File: config.mk
export PLATFORM = sky130hd
export DESIGN_NAME = i2c_mode_ctl
export DESIGN_NICKNAME = d
export VERILOG_FILES = /design/src/rtl/i2c_mode_pkg.sv /design/src/rtl/mode_lock.sv /design/src/rtl/dir_defer.sv /design/src/rtl/i2c_mode_ctl.sv
export SDC_FILE = /design/constraint.sdc
export NUM_CORES = 1
export LEC_CHECK = 0
export BUFFER_PORTS_ARGS = -buffer_cell sky130_fd_sc_hd__clkbuf_2
export CAP_MARGIN = 30
export CORE_ASPECT_RATIO = 1.2
export CORE_MARGIN = 2
export CORE_UTILIZATION = 29
export DETAILED_ROUTE_END_ITERATION = 8
export GPL_TIMING_DRIVEN = 0
export PLACE_DENSITY = 0.49
export REMOVE_ABC_BUFFERS = 1
export SETUP_SLACK_MARGIN = 0.3
export SLEW_MARGIN = 20
export SYNTH_ARGS = -nofsm -noshare
export SYNTH_HDL_FRONTEND = slang
export SYNTH_HIERARCHICAL = 1
export SYNTH_SLANG_ARGS = --single-unit
File: constraint.sdc
create_clock -name clk -period 3.3 [get_ports clk]
set_input_delay 0 -clock clk [delete_from_list [all_inputs] [get_ports clk]]
set_output_delay 0 -clock clk [all_outputs]
set_load 0.01 [all_outputs]
File: src/rtl/i2c_mode_pkg.sv
package i2c_mode_pkg;
    localparam int MODE_W   = 2;
    localparam int ROLE_IDX = 1;
    localparam int DIR_IDX  = 0;

    typedef enum logic [1:0] {
        LK_FREE   = 2'd0,
        LK_FORCED = 2'd1,
        LK_ARMED  = 2'd2
    } lock_st_t;

    typedef enum logic {
        DF_IDLE = 1'b0,
        DF_HOLD = 1'b1
    } defer_st_t;
endpackage

File: src/rtl/mode_lock.sv
module mode_lock
    import i2c_mode_pkg::*;
(
    input  logic clk,
    input  logic rst_n,
    input  logic hw_evt,
    input  logic veto,
    input  logic cpu_rd,
    input  logic wr_req,
    input  logic wr_val,
    input  logic cur_val,
    output logic wr_ok
);
    lock_st_t st_q, st_d;
    logic     blocked;

    always_ff @(posedge clk) begin
        if (!rst_n) st_q <= LK_FREE;
        else        st_q <= st_d;
    end

    always_comb begin
        blocked = (st_q == LK_FORCED) && (wr_val != cur_val);
        wr_ok   = wr_req && !veto && !blocked;
        st_d    = st_q;
        if (hw_evt) begin
            st_d = LK_FORCED;
        end else begin
            unique case (st_q)
                LK_FREE:   st_d = LK_FREE;
                LK_FORCED: if (cpu_rd) st_d = LK_ARMED;
                LK_ARMED:  if (wr_ok && (wr_val != cur_val)) st_d = LK_FREE;
                default:   st_d = LK_FREE;
            endcase
        end
    end


    no_unread_rewrite_chk: assert property (@(posedge clk) disable iff (!rst_n)
        (st_q == LK_FORCED && wr_req && wr_val != cur_val && !hw_evt)
            |=> (cur_val == $past(cur_val)));
endmodule

File: src/rtl/dir_defer.sv
module dir_defer
    import i2c_mode_pkg::*;
(
    input  logic clk,
    input  logic rst_n,
    input  logic accept,
    input  logic wr_val,
    input  logic busy,
    input  logic cancel,
    output logic apply,
    output logic apply_val
);
    defer_st_t st_q, st_d;
    logic      pend_q, pend_d;

    always_ff @(posedge clk) begin
        if (!rst_n) begin
            st_q   <= DF_IDLE;
            pend_q <= 1'b0;
        end else begin
            st_q   <= st_d;
            pend_q <= pend_d;
        end
    end

    always_comb begin
        st_d      = st_q;
        pend_d    = pend_q;
        apply     = 1'b0;
        apply_val = pend_q;
        if (cancel) begin
            st_d = DF_IDLE;
        end else begin
            unique case (st_q)
                DF_IDLE: begin
                    if (accept) begin
                        if (busy) begin
                            st_d   = DF_HOLD;
                            pend_d = wr_val;
                        end else begin
                            apply     = 1'b1;
                            apply_val = wr_val;
                        end
                    end
                end
                DF_HOLD: begin
                    if (accept) pend_d = wr_val;
                    if (!busy) begin
                        apply     = 1'b1;
                        apply_val = accept ? wr_val : pend_q;
                        st_d      = DF_IDLE;
                    end
                end
                default: st_d = DF_IDLE;
            endcase
        end
    end


    hold_no_apply_chk: assert property (@(posedge clk) disable iff (!rst_n)
        (busy && !cancel) |-> !apply);
endmodule

File: src/rtl/i2c_mode_ctl.sv
module i2c_mode_ctl
    import i2c_mode_pkg::*;
(
    input  logic              clk,
    input  logic              rst_n,
    input  logic              cpu_wr,
    input  logic [MODE_W-1:0] cpu_wdata,
    input  logic              cpu_rd,
    input  logic              arb_lost,
    input  logic              addr_seen,
    input  logic              addr_rw,
    input  logic              xfer_busy,
    output logic [MODE_W-1:0] mode
);
    logic [MODE_W-1:0] mode_q;
    logic [MODE_W-1:0] hw_evt, hw_val, wr_ok;
    logic              master_lost, slave_addr, veto;
    logic              dir_apply, dir_apply_val;

    assign master_lost = arb_lost && mode_q[ROLE_IDX];
    assign slave_addr  = addr_seen && (mode_q == 2'b00);
    assign veto        = |hw_evt;

    always_comb begin
        hw_evt           = '0;
        hw_val           = '0;
        hw_evt[ROLE_IDX] = master_lost;
        hw_evt[DIR_IDX]  = master_lost || slave_addr;
        hw_val[DIR_IDX]  = master_lost ? 1'b0 : addr_rw;
    end

    for (genvar g = 0; g < MODE_W; g++) begin : g_lock
        mode_lock u_lock (
            .clk    (clk),
            .rst_n  (rst_n),
            .hw_evt (hw_evt[g]),
            .veto   (veto),
            .cpu_rd (cpu_rd),
            .wr_req (cpu_wr),
            .wr_val (cpu_wdata[g]),
            .cur_val(mode_q[g]),
            .wr_ok  (wr_ok[g])
        );
    end

    dir_defer u_defer (
        .clk      (clk),
        .rst_n    (rst_n),
        .accept   (wr_ok[DIR_IDX]),
        .wr_val   (cpu_wdata[DIR_IDX]),
        .busy     (xfer_busy),
        .cancel   (hw_evt[DIR_IDX]),
        .apply    (dir_apply),
        .apply_val(dir_apply_val)
    );

    always_ff @(posedge clk) begin
        if (!rst_n) begin
            mode_q <= '0;
        end else begin
            if (hw_evt[ROLE_IDX])     mode_q[ROLE_IDX] <= hw_val[ROLE_IDX];
            else if (wr_ok[ROLE_IDX]) mode_q[ROLE_IDX] <= cpu_wdata[ROLE_IDX];
            if (hw_evt[DIR_IDX])      mode_q[DIR_IDX]  <= hw_val[DIR_IDX];
            else if (dir_apply)       mode_q[DIR_IDX]  <= dir_apply_val;
        end
    end

    always_comb mode = mode_q;


    arb_clear_chk: assert property (@(posedge clk) disable iff (!rst_n)
        (arb_lost && mode[1]) |=> (mode == 2'b00));

    slave_dir_chk: assert property (@(posedge clk) disable iff (!rst_n)
        (addr_seen && mode == 2'b00) |=> (mode[0] == $past(addr_rw)));

    busy_dir_hold_chk: assert property (@(posedge clk) disable iff (!rst_n)
        (xfer_busy && !arb_lost && !(addr_seen && mode == 2'b00)) |=> $stable(mode[0]));

    hw_wins_chk: assert property (@(posedge clk) disable iff (!rst_n)
        (addr_seen && mode == 2'b00 && cpu_wr) |=> (mode[1] == 1'b0));
endmodule

# Yosys cells after proc, flatten, opt, wreduce, memory -nomap -nowiden

Cells that the tools add are included.

Input bits: 10
Bits in registers: 8

Multiplexer cells: 25
Reductions and logical operators: 23
Eq/ne operators: 16
Bitwise gates (word level): 3

Operators by type and width:

| kind                                                                   | count |
|---|---|
| 1-bit 2-to-1 mux                                                       | 16 |
| 1-bit logical AND                                                      | 9 |
| 2-bit != test (second input constant)                                  | 4 |
| 1-bit case mux with 2 select lines                                     | 4 |
| 2-bit case mux with 2 select lines                                     | 2 |
| 2-bit AND reduction                                                    | 4 |
| 2-bit 2-to-1 mux                                                       | 3 |
| 3-bit by 2-bit != test with 1-bit output (second input constant)       | 2 |
| 2-bit OR reduction                                                     | 3 |
| 2-bit by 1-bit equality test with 1-bit output (second input constant) | 2 |
| 2-bit equality test (second input constant)                            | 2 |
| 2-bit by 1-bit != test with 1-bit output (second input constant)       | 2 |
| 1-bit zero test                                                        | 3 |
| 3-bit by 1-bit != test with 1-bit output (second input constant)       | 1 |
| 3-bit != test (second input constant)                                  | 1 |
| 1-bit NOT                                                              | 3 |
| 3-bit AND reduction                                                    | 1 |
| 2-bit zero test                                                        | 1 |
| 1-bit != test                                                          | 2 |
| 2-bit nonzero test                                                     | 1 |
| 1-bit logical OR                                                       | 1 |

# Depth between registers and ports, before layout

Depth after elaboration: 12
Depth in mapped cells: 10
Depth with buffers taken out: 10

# Modules after synthesis

Netlist, hierarchy kept.

By module, submodules not included:

| module       | sequential area each (um2) | cells an instance | times used | area an instance (um2) |
|---|---|---|---|---|
| mode_lock    | 40.0                       | 14                | 2          | 111.4 |
| i2c_mode_ctl | 40.0                       | 14                | 1          | 135.1 |
| dir_defer    | 40.0                       | 13                | 1          | 123.9 |

# Least setup slack after synthesis

No wires, ideal clock.

Kind: flip-flop to flip-flop
From: reg mode_q[0] (netlist: mode[0])
To: reg mode_q[0] (netlist: mode[0])
Slack: 0.911 ns
Data arrival time: 2.259 ns
Clock period less this slack: 2.389 ns
Stages on the path, launching flop included: 11
Path through: dfxtp_1 -> nand2b_1 -> o21ai_0 -> inv_1 -> and3_1 -> nor2b_4 -> nor2b_4 -> mux2_4 -> mux2_4 -> nand4b_1 -> o41ai_2

Word-level cells in the longest chain between the ends: 12
Elaborated cells between the ends (all ways): 20
Classes of those cells: eq/ne: 1; mux: 9; reduce/logical: 10

RTL lines:

| element                              | line               | source |
|---|---|---|
| start, declared                      | i2c_mode_ctl.sv:15 | `logic [MODE_W-1:0] mode_q;` |
| start signal, assigned by index      | i2c_mode_ctl.sv:61 | `if (hw_evt[ROLE_IDX]) mode_q[ROLE_IDX] <= hw_val[ROLE_IDX];` |
| start signal, assigned by index      | i2c_mode_ctl.sv:62 | `else if (wr_ok[ROLE_IDX]) mode_q[ROLE_IDX] <= cpu_wdata[ROLE_IDX];` |
| start signal, assigned by index      | i2c_mode_ctl.sv:63 | `if (hw_evt[DIR_IDX]) mode_q[DIR_IDX] <= hw_val[DIR_IDX];` |
| 2-bit zero test *                    | i2c_mode_ctl.sv:21 | `assign slave_addr = addr_seen && (mode_q == 2'b00);` |
| 1-bit logical AND *                  | i2c_mode_ctl.sv:21 |  |
| 1-bit logical OR *                   | i2c_mode_ctl.sv:28 | `hw_evt[DIR_IDX] = master_lost \|\| slave_addr;` |
| 2-bit OR reduction *                 | i2c_mode_ctl.sv:22 | `assign veto = \|hw_evt;` |
| named net veto                       | i2c_mode_ctl.sv:17 | `logic master_lost, slave_addr, veto;` |
| 1-bit zero test *                    | mode_lock.sv:24    | `wr_ok = wr_req && !veto && !blocked;` |
| 1-bit logical AND * (2 in series)    | mode_lock.sv:24    |  |
| named net wr_ok[0]                   | i2c_mode_ctl.sv:16 | `logic [MODE_W-1:0] hw_evt, hw_val, wr_ok;` |
| 1-bit 2-to-1 mux                     | n/a                |  |
| 1-bit 2-to-1 mux                     | dir_defer.sv:48    | `if (!busy) begin` |
| 1-bit case mux with 2 select lines * | dir_defer.sv:34    | `unique case (st_q)` |
| named net dir_apply_val              | i2c_mode_ctl.sv:18 | `logic dir_apply, dir_apply_val;` |
| 1-bit 2-to-1 mux *                   | i2c_mode_ctl.sv:64 | `else if (dir_apply) mode_q[DIR_IDX] <= dir_apply_val;` |
| 1-bit 2-to-1 mux *                   | i2c_mode_ctl.sv:63 |  |

The timed path passes the listed nets; every way through them passes the cells marked *. The select of a mux whose other input is x is not followed.
A chain may end at the register's enable or synchronous reset.

# Worst setup path after layout

Same ends and word-level chain as after synthesis.

==> impl_metrics.csv <==
group,metric,value,unit
setup_path,arrival,2.72,ns
route,first_pass_iters,2,
setup_path,r2r-end,"mode[0]",
setup_path,path_buf_inv,1,
sta,rsz0062_at_grt,"false",
cells_and_area,multi_input_area,299,um2
clock_tree,htree_levels,1,
sta,maxSlewHeadroom,50.0,%
die,initial_core_util,30.1,%
setup_path,cp_top_family,"simple AND/OR/NAND/NOR gates",
route,wirelength,859,um
pwr,power_density,401,nW/um2
global_route,grt_overflow,0,
synthesis,async_flop_share,0,%
synthesis,synthCells,55,
min_path,hp-class,"input port to flip-flop",
clock_tree,numCtsBuffers,3,
die,die_area,2000,um2
cells_and_area,fin_nets,82,
clock_tree,clk_pin_slew_worst_paths,0.06,ns
die,rows,16,
pwr,seqPwrFrac,45.0,%
pwr,p_sw,0.0646,mW
synthesis,ys_types,20,
cells_and_area,area_growth,22.9,%
global_route,grt_usage,10.5,%
pwr,power_frac_comb,23.4,%
global_route,grt_pass1_vias,350,
sta,finalSetupTns,0,ns
clock_tree,clockBufferDepth,2,
route,post_drt_wl_per_cell,9.76,um
synthesis,synth_edf_count,0,
sta,fin_crit_sh,78.6,%
cells_and_area,final_common_cell,"clkbuf_2",
clock_tree,cts_sinks,8,
clock_tree,cts_post_setup_buffers_inserted,0,
cells_and_area,nFillCells,173,
setup_path,crit_type,"flip-flop to flip-flop",
cells_and_area,antenna_cells,0,
setup_path,r2r_start,"mode[0]",
synthesis,yosysWarnings,6,
route,drtAntennaViolNets,0,
clock_tree,cts_root_buffer,"clkbuf_4",
pwr,pwr-share-clk,31.6,%
synthesis,synthFlopType,"dfxtp_1",
die,placeableCoreArea,1600,um2
cells_and_area,layout_common_cells,"clkbuf_2 (11), nand2_1 (8), dfxtp_1 (8)",
global_route,antenna_found_initial,0,
min_path,hold_depth,3,
sta,slew_viol_final,0,
pwr,peakVddDrop,0.203,mV
synthesis,ys_seq_elements,8,
die,ioPinCount,12,
min_path,min_from,"cpu_rd",
setup_path,start_kind,"flip-flop",
sta,fmax,0.385,GHz
route,drc_errors,0,
cells_and_area,utilization,37.0,%
cells_and_area,regArea,160,um2
sta,hold_ws,0.0154,ns
setup_path,cp.required,3.43,ns
global_route,grt_pass1_wl,1.43,mm
pwr,p_sw_share,27.2,%
run_status,status,"finished, final reports clean",
setup_path,reg2reg_depth,10,
clock_tree,clock_latency,0.25,ns
route,first_iter_violations,3,
sta,fin_skew,0.000281,ns
setup_path,endpoint_kind,"flip-flop",
synthesis,avgSynthCellArea,8.76,um2
sta,tightest_slew,0.742,ns
clock_tree,cts_tree,"done",
setup_path,ff2ff_setup_slack,0.71,ns
route,routed_via_density,4.55,
place,gp_congestion,0.670,
setup_path,crit_slowest_cell,"o21ai_0",
global_route,grt_start_max_net_pins,10,
pwr,internal_power,0.173,mW
sta,period_minus_slack,2.59,ns
sta,setup_viol,0,
synthesis,synth_area,482,um2
synthesis,yosysSeqAreaShare,33.2,%
flow_run,maxCapViolations,0,
setup_path,cp_cell_sequence,"nand2b_1, o21ai_0, inv_1, and3_1, nor2b_4, nor2b_4, mux2_4, mux2_4, nand4b_1, o41ai_2",
setup_path,worstPathMaxFanout,6,
die,die_x,41.2,um
route,vias,400,
die,die_y,48.6,um
sta,hold_viol,0,
setup_path,cpPeakStageDelay,0.61,ns
pwr,p_leak,0.277,nW
place,port_buffers,11,
cells_and_area,drive_gt1_share,30.0,%
min_path,worstHoldEndpoint,"g_lock[1].u_lock/st_q[1]",
==> timing repair <==
item | CTS | global route
hold buffers | 1 | 0
endpoints found under the setup margin | 0 | 0
endpoints found under the hold margin | 1 | 0
resized for setup | 0 | 0
==> metal layers <==
layer | up-vias | GRT usage (%) | wire [um]
met1 | 173 | 14.8 | 414
li1 | 217 | - | -
met5 | - | 0 | 0
met2 | 8 | 13.5 | 386
met3 | 2 | 3.21 | 40
met4 | 0 | 6.45 | 17
==> cells by family (layout without fill, tap and decap cells) <==
group	count (synthesis)	in the layout	share of synthesized area, %
compound gates	10	10	16.4
mux	4	4	10.4
xor+xnor	2	2	3.64
simple gates	25	25	31.7
buf+inv	6	21	4.67
flops	8	8	33.2
==> state kept, by name (all words and copies together), names as in the netlist <==
register / count
u_defer/pend_q: 1
mode: 2
u_defer/st_q: 1
g_lock.u_lock/st_q: 4
==> worst max path at each step <==
stage / startpoint / to / slack [ns] / cells after the start
floorplan: mode[0] / mode[0] / 0.91 / 10
global placement: mode[0] / mode[0] / 0.71 / 10
detailed placement: mode[0] / mode[0] / 0.69 / 10
CTS: mode[0] / mode[0] / 0.68 / 10
global route: mode[0] / mode[0] / 0.50 / 10
finish: mode[0] / mode[0] / 0.71 / 10
==> cells in the mapped netlist (2+ instances only) <==
| cell | instances | area, um2 |
|---|---|---|
| mux2i_1 | 2 | 20.0 |
| dfxtp_1 | 8 | 160 |
| nor2_1 | 3 | 11.3 |
| o21ai_0 | 2 | 10.0 |
| and3_1 | 2 | 12.5 |
| o21a_1 | 2 | 15.0 |
| mux2_4 | 2 | 30.0 |
| nand2b_1 | 3 | 18.8 |
| a311o_1 | 2 | 20.0 |
| xor2_1 | 2 | 17.5 |
| inv_1 | 5 | 18.8 |
| nor2b_4 | 3 | 41.3 |
| nand2_1 | 8 | 30.0 |
| a21oi_1 | 2 | 10.0 |
| nor2b_1 | 4 | 25.0 |
==> through the flow <==
step / setup WS, ns / cells / instance area (um2) / total power [mW]
final: 0.706 / 88 / 592 / 0.238
after global routing: 0.504 / 88 / 592 / 0.254
after CTS: 0.682 / 88 / 592 / 0.245
after detailed placement: 0.693 / 84 / 559 / 0.164
after global placement: 0.710 / 84 / 559 / 0.164
after floorplan: 0.911 / 55 / 482 / 0.147
==> power by group through the flow <==
stage,registers (mW),logic [mW],clock network [mW]
floorplan,0.109,0.0380,0
global placement,0.109,0.0554,0
detailed placement,0.109,0.0553,0
CTS,0.107,0.0565,0.0814
global route,0.107,0.0616,0.0847
finish,0.107,0.0557,0.0751
==> worst reg2reg max path: stages, from the launching register on <==
cell	delay (ns)
dfxtp_1	0.33
nand2b_1	0.19
o21ai_0	0.61
inv_1	0.12
and3_1	0.19
nor2b_4	0.12
nor2b_4	0.15
mux2_4	0.28
mux2_4	0.28
nand4b_1	0.12
o41ai_2	0.08
==> layout make-up <==
class                   count  area share, %
multi-input cells          41           50.5
clock buffers               3           3.81
inverters                   6           3.81
well taps                  18           3.81
repair buffers             12           11.0
flip-flops and latches      8           27.1
Power figures use the tool's default switching activity.
